## src/rtl/dse_pkg.sv

```systemverilog
// Shared types for the dual stack sequencer: command codes, sequencer
// states and the action taken when a sequence completes.
package dse_pkg;

    typedef enum logic [3:0] {
        C_NOP   = 4'd0,
        C_PUSHN = 4'd1,
        C_POPN  = 4'd2,
        C_PUSHW = 4'd3,
        C_POPW  = 4'd4,
        C_CALL  = 4'd5,
        C_RET   = 4'd6,
        C_SWI   = 4'd7,
        C_HWI   = 4'd8,
        C_LDSP1 = 4'd9,
        C_LDSP2 = 4'd10
    } cmd_e;

    typedef enum logic [2:0] {
        S_IDLE,
        S_NWR,
        S_NRD,
        S_FWR,
        S_WWR,
        S_WRD
    } state_e;

    typedef enum logic [1:0] {
        F_NONE,
        F_PC,
        F_WORD
    } fin_e;

endpackage

```

## src/rtl/dse_ptr.sv

```systemverilog
// Cyclic stack pointer register.
// Load has priority over decrement, and decrement over increment.
// Arithmetic wraps within W bits.
// Assumes at most one of inc/dec is requested per cycle.
module dse_ptr #(
    parameter int W = 8
) (
    input  logic         clk,
    input  logic         rst_n,
    input  logic         inc_i,
    input  logic         dec_i,
    input  logic         ld_i,
    input  logic [W-1:0] ld_val_i,
    output logic [W-1:0] q_o
);

    // Pointer update: reset to zero, then load / decrement / increment.
    always_ff @(posedge clk) begin
        if (!rst_n) begin
            q_o <= '0;
        end else if (ld_i) begin
            q_o <= ld_val_i;
        end else if (dec_i) begin
            q_o <= q_o - W'(1);
        end else if (inc_i) begin
            q_o <= q_o + W'(1);
        end
    end

endmodule

```

## src/rtl/dse_gate.sv

```systemverilog
// Interrupt gate tracking the pointer-load pair.
// The gate opens once both pointers have been written since reset.
// It stays closed while a pair is half done.
// Assumes ld1_i and ld2_i are never high together.
module dse_gate (
    input  logic clk,
    input  logic rst_n,
    input  logic ld1_i,
    input  logic ld2_i,
    output logic open_o
);

    typedef enum logic [1:0] {P_NONE, P_WANT1, P_WANT2} pend_e;

    logic  seen1, seen2;
    pend_e pend;

    // Remember which pointers were ever loaded and which half of a pair is missing.
    always_ff @(posedge clk) begin
        if (!rst_n) begin
            seen1 <= 1'b0;
            seen2 <= 1'b0;
            pend  <= P_NONE;
        end else if (ld1_i) begin
            seen1 <= 1'b1;
            pend  <= (pend == P_WANT1) ? P_NONE : P_WANT2;
        end else if (ld2_i) begin
            seen2 <= 1'b1;
            pend  <= (pend == P_WANT2) ? P_NONE : P_WANT1;
        end
    end

    // Gate is open only with both seen and no pair pending.
    always_comb open_o = seen1 && seen2 && (pend == P_NONE);

    p_gate_after_load_r10: assert property (@(posedge clk) disable iff (!rst_n)
        $rose(open_o) |-> $past(ld1_i || ld2_i));

endmodule

```

## src/rtl/dse_seq.sv

```systemverilog
// Stack access sequencer. It accepts one command when idle and then runs
// one nibble memory access per cycle.
// - Nibble stack: one access.
// - Word stack: four accesses, least significant nibble at the lowest address.
// - Interrupt entry: a flag write first, then the return address.
// The pointer registers live outside and are driven through inc/dec/ld strobes.
// Assumes memory read data is valid in the same cycle as the address.
module dse_seq
    import dse_pkg::*;
#(
    parameter int                 PC_W     = 16,
    parameter int                 NIB_W    = 4,
    parameter int                 SP_W     = 8,
    parameter int                 ADDR_W   = 16,
    parameter int                 VEC_W    = 6,
    parameter logic [PC_W-1:0]    VEC_BASE = 16'h0100
) (
    input  logic              clk,
    input  logic              rst_n,
    input  logic [3:0]        cmd_i,
    input  logic [PC_W-1:0]   word_i,
    input  logic [NIB_W-1:0]  nib_i,
    input  logic [NIB_W-1:0]  flags_i,
    input  logic [PC_W-1:0]   pc_i,
    input  logic [VEC_W-1:0]  vec_i,
    input  logic [NIB_W-1:0]  mem_rdata_i,
    input  logic [SP_W-1:0]   sp1_i,
    input  logic [SP_W-1:0]   sp2_i,
    input  logic              gate_i,
    output logic              sp1_inc_o,
    output logic              sp1_dec_o,
    output logic              sp2_inc_o,
    output logic              sp2_dec_o,
    output logic              ld1_o,
    output logic              ld2_o,
    output logic              busy_o,
    output logic              mem_we_o,
    output logic              mem_re_o,
    output logic [ADDR_W-1:0] mem_addr_o,
    output logic [NIB_W-1:0]  mem_wdata_o,
    output logic              pc_load_o,
    output logic [PC_W-1:0]   pc_o,
    output logic              ie_clr_o,
    output logic              word_vld_o,
    output logic [PC_W-1:0]   word_o,
    output logic              nib_vld_o,
    output logic [NIB_W-1:0]  nib_o
);

    localparam int WORDS = PC_W / NIB_W;
    localparam int CNT_W = $clog2(WORDS);
    localparam logic [CNT_W-1:0] LAST = CNT_W'(WORDS - 1);

    state_e           st;
    fin_e             fin;
    logic [CNT_W-1:0] cnt;
    logic [PC_W-1:0]  wbuf, tgt, asm_w;
    logic [NIB_W-1:0] nbuf;
    logic             hw;
    logic             acc, known;

    // Command acceptance: idle, a defined code, and a masked hardware interrupt refused.
    always_comb begin
        known  = (cmd_i >= C_PUSHN) && (cmd_i <= C_LDSP2);
        busy_o = (st != S_IDLE);
        acc    = !busy_o && known && !((cmd_i == C_HWI) && !gate_i);
    end

    // Pointer strobes for each command and sequence step.
    always_comb begin
        ld1_o     = acc && (cmd_i == C_LDSP1);
        ld2_o     = acc && (cmd_i == C_LDSP2);
        sp2_dec_o = acc && ((cmd_i == C_PUSHN) || (cmd_i == C_SWI) || (cmd_i == C_HWI));
        sp1_dec_o = (acc && ((cmd_i == C_PUSHW) || (cmd_i == C_CALL))) || (st == S_FWR);
        sp2_inc_o = (st == S_NRD);
        sp1_inc_o = (st == S_WRD) && (cnt == LAST);
    end

    // Merge the current read nibble into the word being popped.
    always_comb begin
        asm_w = wbuf;
        asm_w[cnt*NIB_W +: NIB_W] = mem_rdata_i;
    end

    // Memory strobes, address and write data for the current step.
    always_comb begin
        mem_we_o    = 1'b0;
        mem_re_o    = 1'b0;
        mem_addr_o  = ADDR_W'(sp2_i);
        mem_wdata_o = nbuf;
        unique case (st)
            S_NWR, S_FWR: mem_we_o = 1'b1;
            S_NRD:        mem_re_o = 1'b1;
            S_WWR: begin
                mem_we_o    = 1'b1;
                mem_addr_o  = ADDR_W'({sp1_i, cnt});
                mem_wdata_o = wbuf[cnt*NIB_W +: NIB_W];
            end
            S_WRD: begin
                mem_re_o   = 1'b1;
                mem_addr_o = ADDR_W'({sp1_i, cnt});
            end
            default: ;
        endcase
    end

    // Sequencer state, operand capture and completion pulses.
    always_ff @(posedge clk) begin
        if (!rst_n) begin
            st         <= S_IDLE;
            fin        <= F_NONE;
            cnt        <= '0;
            wbuf       <= '0;
            tgt        <= '0;
            nbuf       <= '0;
            hw         <= 1'b0;
            pc_load_o  <= 1'b0;
            pc_o       <= '0;
            ie_clr_o   <= 1'b0;
            word_vld_o <= 1'b0;
            word_o     <= '0;
            nib_vld_o  <= 1'b0;
            nib_o      <= '0;
        end else begin
            pc_load_o  <= 1'b0;
            ie_clr_o   <= 1'b0;
            word_vld_o <= 1'b0;
            nib_vld_o  <= 1'b0;
            unique case (st)
                S_IDLE: if (acc) begin
                    cnt <= '0;
                    hw  <= (cmd_i == C_HWI);
                    unique case (cmd_i)
                        C_PUSHN: begin
                            nbuf <= nib_i;
                            st   <= S_NWR;
                        end
                        C_POPN: st <= S_NRD;
                        C_PUSHW: begin
                            wbuf <= word_i;
                            fin  <= F_NONE;
                            st   <= S_WWR;
                        end
                        C_POPW: begin
                            fin <= F_WORD;
                            st  <= S_WRD;
                        end
                        C_CALL: begin
                            wbuf <= pc_i + PC_W'(1);
                            tgt  <= word_i;
                            fin  <= F_PC;
                            st   <= S_WWR;
                        end
                        C_RET: begin
                            fin <= F_PC;
                            st  <= S_WRD;
                        end
                        C_SWI, C_HWI: begin
                            nbuf <= flags_i;
                            wbuf <= pc_i + PC_W'(1);
                            tgt  <= VEC_BASE + PC_W'(vec_i);
                            fin  <= F_PC;
                            st   <= S_FWR;
                        end
                        default: ;
                    endcase
                end
                S_NWR: st <= S_IDLE;
                S_NRD: begin
                    nib_o     <= mem_rdata_i;
                    nib_vld_o <= 1'b1;
                    st        <= S_IDLE;
                end
                S_FWR: begin
                    cnt <= '0;
                    st  <= S_WWR;
                end
                S_WWR: begin
                    cnt <= cnt + CNT_W'(1);
                    if (cnt == LAST) begin
                        st <= S_IDLE;
                        if (fin == F_PC) begin
                            pc_load_o <= 1'b1;
                            pc_o      <= tgt;
                            ie_clr_o  <= hw;
                        end
                    end
                end
                S_WRD: begin
                    wbuf <= asm_w;
                    cnt  <= cnt + CNT_W'(1);
                    if (cnt == LAST) begin
                        st <= S_IDLE;
                        if (fin == F_PC) begin
                            pc_load_o <= 1'b1;
                            pc_o      <= asm_w;
                        end else begin
                            word_vld_o <= 1'b1;
                            word_o     <= asm_w;
                        end
                    end
                end
                default: st <= S_IDLE;
            endcase
        end
    end

    p_pc_pulse_r7: assert property (@(posedge clk) disable iff (!rst_n)
        pc_load_o |=> !pc_load_o);

    p_ieclr_with_pc_r9: assert property (@(posedge clk) disable iff (!rst_n)
        ie_clr_o |-> pc_load_o);

endmodule

```

## src/rtl/dstack_entry.sv

```systemverilog
// Top of the dual stack pointer and interrupt entry block.
// It connects the two cyclic pointers, the interrupt gate and the access sequencer.
// Memory is external; its read path is assumed combinational.
module dstack_entry
    import dse_pkg::*;
#(
    parameter int              PC_W     = 16,
    parameter int              NIB_W    = 4,
    parameter int              SP_W     = 8,
    parameter int              ADDR_W   = 16,
    parameter int              VEC_W    = 6,
    parameter logic [PC_W-1:0] VEC_BASE = 16'h0100
) (
    input  logic              clk,
    input  logic              rst_n,
    input  logic [3:0]        cmd_i,
    input  logic [PC_W-1:0]   word_i,
    input  logic [NIB_W-1:0]  nib_i,
    input  logic [NIB_W-1:0]  flags_i,
    input  logic [PC_W-1:0]   pc_i,
    input  logic [SP_W-1:0]   sp_val_i,
    input  logic [VEC_W-1:0]  vec_i,
    input  logic [NIB_W-1:0]  mem_rdata_i,
    output logic              busy_o,
    output logic              mem_we_o,
    output logic              mem_re_o,
    output logic [ADDR_W-1:0] mem_addr_o,
    output logic [NIB_W-1:0]  mem_wdata_o,
    output logic              pc_load_o,
    output logic [PC_W-1:0]   pc_o,
    output logic              ie_clr_o,
    output logic              word_vld_o,
    output logic [PC_W-1:0]   word_o,
    output logic              nib_vld_o,
    output logic [NIB_W-1:0]  nib_o,
    output logic              irq_gate_o,
    output logic [SP_W-1:0]   sp1_o,
    output logic [SP_W-1:0]   sp2_o
);

    logic sp1_inc, sp1_dec, sp2_inc, sp2_dec, ld1, ld2;

    dse_ptr #(.W(SP_W)) u_sp1 (
        .clk(clk), .rst_n(rst_n), .inc_i(sp1_inc), .dec_i(sp1_dec),
        .ld_i(ld1), .ld_val_i(sp_val_i), .q_o(sp1_o)
    );

    dse_ptr #(.W(SP_W)) u_sp2 (
        .clk(clk), .rst_n(rst_n), .inc_i(sp2_inc), .dec_i(sp2_dec),
        .ld_i(ld2), .ld_val_i(sp_val_i), .q_o(sp2_o)
    );

    dse_gate u_gate (
        .clk(clk), .rst_n(rst_n), .ld1_i(ld1), .ld2_i(ld2), .open_o(irq_gate_o)
    );

    dse_seq #(
        .PC_W(PC_W), .NIB_W(NIB_W), .SP_W(SP_W), .ADDR_W(ADDR_W),
        .VEC_W(VEC_W), .VEC_BASE(VEC_BASE)
    ) u_seq (
        .clk(clk), .rst_n(rst_n), .cmd_i(cmd_i), .word_i(word_i), .nib_i(nib_i),
        .flags_i(flags_i), .pc_i(pc_i), .vec_i(vec_i), .mem_rdata_i(mem_rdata_i),
        .sp1_i(sp1_o), .sp2_i(sp2_o), .gate_i(irq_gate_o),
        .sp1_inc_o(sp1_inc), .sp1_dec_o(sp1_dec), .sp2_inc_o(sp2_inc), .sp2_dec_o(sp2_dec),
        .ld1_o(ld1), .ld2_o(ld2), .busy_o(busy_o),
        .mem_we_o(mem_we_o), .mem_re_o(mem_re_o), .mem_addr_o(mem_addr_o),
        .mem_wdata_o(mem_wdata_o), .pc_load_o(pc_load_o), .pc_o(pc_o),
        .ie_clr_o(ie_clr_o), .word_vld_o(word_vld_o), .word_o(word_o),
        .nib_vld_o(nib_vld_o), .nib_o(nib_o)
    );

    p_sp2_predec_r3: assert property (@(posedge clk) disable iff (!rst_n)
        (!busy_o && cmd_i == C_PUSHN) |=> (sp2_o == $past(sp2_o) - SP_W'(1)));

    p_busy_ignore_r2: assert property (@(posedge clk) disable iff (!rst_n)
        (busy_o && cmd_i == C_LDSP2 && !mem_re_o) |=> (sp2_o == $past(sp2_o)));

    p_hwi_masked_r9: assert property (@(posedge clk) disable iff (!rst_n)
        (!busy_o && cmd_i == C_HWI && !irq_gate_o) |=> !busy_o);

endmodule

```

## config.mk

```make
export PLATFORM = sky130hd
export DESIGN_NAME = dstack_entry
export DESIGN_NICKNAME = d
export VERILOG_FILES = /design/src/rtl/dse_pkg.sv /design/src/rtl/dse_ptr.sv /design/src/rtl/dse_gate.sv /design/src/rtl/dse_seq.sv /design/src/rtl/dstack_entry.sv
export SDC_FILE = /design/constraint.sdc
export NUM_CORES = 1
export LEC_CHECK = 0
export ABC_AREA = 1
export BUFFER_PORTS_ARGS = -buffer_cell sky130_fd_sc_hd__buf_2
export CAP_MARGIN = 20
export CORE_MARGIN = 5
export CORE_UTILIZATION = 58
export CTS_CLUSTER_SIZE = 14
export DETAILED_ROUTE_END_ITERATION = 8
export GPL_TIMING_DRIVEN = 0
export PLACE_DENSITY = 0.86
export RECOVER_POWER = 50
export SYNTH_ARGS = -nofsm -noshare
export SYNTH_HDL_FRONTEND = slang
export SYNTH_SLANG_ARGS = --single-unit
```

## constraint.sdc

```tcl
create_clock -name clk -period 5.1 [get_ports clk]
set_input_delay 0.255 -clock clk [delete_from_list [all_inputs] [get_ports clk]]
set_output_delay 0.255 -clock clk [all_outputs]
set_load 0.005 [all_outputs]
```

==> key figures <==
Synth
  • #FFs+latches synth: around 100
  • Synth area leaders: dfxtp_1 (35%), nand2_1 (12%), o21ai_0 (8.4%)
  • Share of the synthesized area in the top cell type: a little over a third
  • Yosys cell types: 44
  • Ys Warns: 0
  • Cell taking the most area after synthesis: dfxtp_1
  • Number of synthesized flops with an enable pin: 0
  • Seq/Total Area, Yosys: a little over a third
  • Synthesized area: between 5000 and 6000 um2
  • Avg Inst Size Synth: 6.78 um2
  • Syn Inst Count: 880
  • FFs w/ async S/R, synth: 0%
  • Ys flop type: dfxtp_1

Power and ir drop
  • Reg power frac: 44.9%
  • Int Power: roughly 1.3 mW
  • PD cells: slightly above 300 nW/um2
  • Worst vdd ir: 0.152 mV
  • Comb power frac: 31.2%
  • P_sw: 0.807 mW
  • Pleak: 3.24 nW
  • Clk pwr share: between 20% and 30%
  • Sw Share: a little under two fifths

Critical path
  • CP startpoint kind: register
  • CP arrival: ~3800 ps
  • Critical Path RT: ~5400 ps
  • Worst setup EP type: register
  • WS Path Type: register to register
  • Reg2reg start: u_seq.st[2]$_SDFFE_PN0P_
  • Crit path capture: u_sp2.q_o[5]$_SDFFE_PN0P_
  • Crit path max fanout: 15
  • Cells on worst reg2reg path: 14
  • Start point of the critical path: u_seq.st[2]$_SDFFE_PN0P_
  • Setup slack, reg-to-reg: 1650 ps
  • Critical R2R Capture: u_sp2.q_o[5]$_SDFFE_PN0P_

Route
  • DRT Pass-1 Iters: 5
  • Post-DR wirelength/cell: 15.9 um
  • ANT nets after route: 0
  • Routed vias: 6709
  • Routed wire length: 18.7 mm
  • Initial DRC count: 860
  • Drt drc: 0
  • Vias per inst: between 5 and 6

Clocking
  • Clk sinks: 104
  • Clock transition at the registers of the reported paths: 110 ps
  • Num CTS Buffers: 9
  • CTS root buffer: clkbuf_8
  • Postcts setup bufs: 0
  • Later-pin clock latency in the skew report: 370 ps
  • Longest Clk Path Bufs: 2
  • H-tree Lvls: 3
  • Hold Buf Count CTS: 0
  • PostCTS Resize Cnt: 0
  • CTS tree: done

Layout
  • Antenna cells: 0
  • Non-filler cells in the finished layout: 1173
  • # fillers: 931
  • Layout area overhead: 16.8%
  • Util after Layout: a little under 70%
  • Layout cell share with drive strength beyond 1: around 17%
  • Final nets: 1118

GRT
  • Met2 usage: a little under half
  • Grt peak-use layer: met2
  • GR Util met3: 4.46%
  • Met1 Track Usage GR: between 30 and 40%
  • GRT overflow: 0
  • First-pass GRT wire length: 30.0 mm
  • Pin count of the biggest net entering global routing: 21
  • Vias in the first global route: 6159
  • GRT Util Overall: 29.2%
  • Antenna violations before repair: 0

STA
  • Final hold violation count: 0
  • Fin crit period: 3450 ps
  • Worst Tran Pin Value: between 1000 and 1500 ps
  • Setup_tns: 0 ps
  • Worst clock skew: 13.2 ps
  • Crit share post-route: about two thirds
  • Slew Viols, Final: 0
  • Slew Limit Headroom: 25.0%
  • Max Clk Rate: about 290 MHz
  • Final setup fails: 0
  • Unrepaired setup endpoints after global routing: false

Floorplan
  • Core Area: 10200 um2
  • Ports: 144
  • Initial core utilization: 58.6%
  • DIE HEIGHT: 111 um
  • Chip width: 111 um
  • Die area: approximately 12000 um2
  • Std-Cell Rows: 37

Placement
  • # port buffers: 136
  • Dpl hpwl: around 15 mm
  • Placed cell count: 1157
  • Routability cong.: 0.962

Hold path
  • Hold WC Path Type: input pin to register

Run
  • Maxcap violations: 0

Run status
  • Status: finished, final reports clean
synthesized netlist by cell type, types with 2 or more instances:
cell / count
buf_2: 7
nor2_2: 5
nor3_1: 10
nand3_1: 46
nor2_4: 4
inv_2: 11
a22oi_1: 2
ha_1: 20
buf_4: 7
a31oi_1: 51
nand3b_1: 2
nand2_1: 184
xor2_1: 5
a211oi_1: 3
buf_6: 3
o22ai_1: 7
a21oi_1: 62
clkinv_1: 2
or2_2: 5
o211ai_1: 6
nand4_1: 9
nand2_2: 5
nor2_1: 88
nand2_4: 2
o221ai_1: 2
o21a_1: 3
o21ai_0: 100
dfxtp_1: 104
clkbuf_1: 26
xnor2_1: 8
inv_1: 76
o32ai_1: 2
fa_1: 2
layout by cell type, fill, tap and decap left out, types with 9 or more instances in the layout:
cell,synthesis,final
inv_1,76,76
a31oi_1,51,51
clkbuf_8,0,9
nand4_1,9,9
inv_2,11,11
nor3_1,10,10
a21oi_1,62,62
dfxtp_1,104,104
nor2_1,88,91
nand2_1,184,187
clkbuf_1,26,49
buf_2,7,119
o21ai_0,100,100
nand3_1,46,46
ha_1,20,20
routing by layer:
| layer | vias up | routed length (um) |
|---|---|---|
| li1 | 3260 | - |
| met3 | 47 | 1840 |
| met5 | - | 0 |
| met2 | 424 | 8140 |
| met4 | 0 | 594 |
| met1 | 2978 | 8110 |
state kept, by name (all words and copies together) (netlist names):
| register | flops |
|---|---|
| u_gate.pend | 2 |
| u_gate.seen1 | 1 |
| u_gate.seen2 | 1 |
| u_seq.cnt | 2 |
| u_seq.fin | 2 |
| u_seq.hw | 1 |
| u_seq.ie_clr_o | 1 |
| u_seq.nbuf | 4 |
| u_seq.nib_o | 4 |
| u_seq.nib_vld_o | 1 |
| u_seq.pc_load_o | 1 |
| u_seq.pc_o | 16 |
| u_seq.st | 3 |
| u_seq.tgt | 16 |
| u_seq.wbuf | 16 |
| u_seq.word_o | 16 |
| u_seq.word_vld_o | 1 |
| u_sp1.q_o | 8 |
| u_sp2.q_o | 8 |
logic make-up after synthesis:
group / synth area share [%]
and+or+nand+nor: 26.0
buffers and inverters: 9.43
DFF: 34.9
AOI/OAI and AO/OA: 22.9
xor gates and xnor gates: 1.91
other: 0.0628
adders and majority gates: 4.86
worst min-delay path by stage:
| stage | startpoint | to | slack, ps | depth (start not counted) |
|---|---|---|---|---|
| finish | vec_i[1] | u_seq.tgt[1]$_SDFFE_PN0P_ | 140 | 3 |
| global route | vec_i[1] | u_seq.tgt[1]$_SDFFE_PN0P_ | 130 | 3 |
| CTS | vec_i[0] | u_seq.tgt[0]$_SDFFE_PN0P_ | 130 | 3 |
| detailed placement | u_seq.hw$_SDFFE_PN0P_ | u_seq.ie_clr_o$_SDFF_PN0_ | 440 | 2 |
| global placement | u_seq.hw$_SDFFE_PN0P_ | u_seq.ie_clr_o$_SDFF_PN0_ | 440 | 2 |
| floorplan | mem_rdata_i[0] | u_seq.nib_o[0]$_SDFFE_PN0P_ | 400 | 2 |
cell type report:
cell class                      count  area, um2  share of cell area, %
Timing Repair Buffer              136        653                   9.37
Multi-Input combinational cell    647       3310                   47.5
Clock inverter                      7       73.8                   1.06
Clock buffer                        9        124                   1.78
Tap cell                          136        170                   2.44
Sequential cell                   104       2080                   29.9
Buffer                             44        220                   3.16
Inverter                           90        339                   4.86
power by group through the flow:
stage	registers, mW	logic [mW]	clock network (mW)
5_1_grt	0.957	0.726	0.544
3_3_place_gp	0.961	0.644	0
6_report	0.949	0.659	0.507
4_1_cts	0.945	0.659	0.508
2_1_floorplan	0.946	0.451	0
3_5_place_dp	0.963	0.653	0
through the flow:
| stage | hold slack, ps | instance area (um2) | power [mW] | worst slack (ps) |
|---|---|---|---|---|
| final | 140 | 6970 | 2.12 | 1650 |
| after detailed placement | 439 | 6840 | 1.62 | 2300 |
| after global placement | 440 | 6840 | 1.60 | 2390 |
| after CTS | 134 | 7040 | 2.11 | 2360 |
| after floorplan | 403 | 5990 | 1.40 | 2870 |
| after global routing | 135 | 6970 | 2.23 | 1400 |
worst max-delay path, stage by stage (launching register included):
cell and delay [ps]:
dfxtp_1 360, nor2_1 140, nand2_1 190, nor2_1 230
nand2_1 200, nor2_1 890, ha_1 450, a21oi_1 160
nand2_1 110, nand2_1 90, nand2_1 60, a21oi_1 190
a21oi_1 100, o21a_1 120, nor2_1 90
No activity file was read; power rests on OpenSTA's default activity.
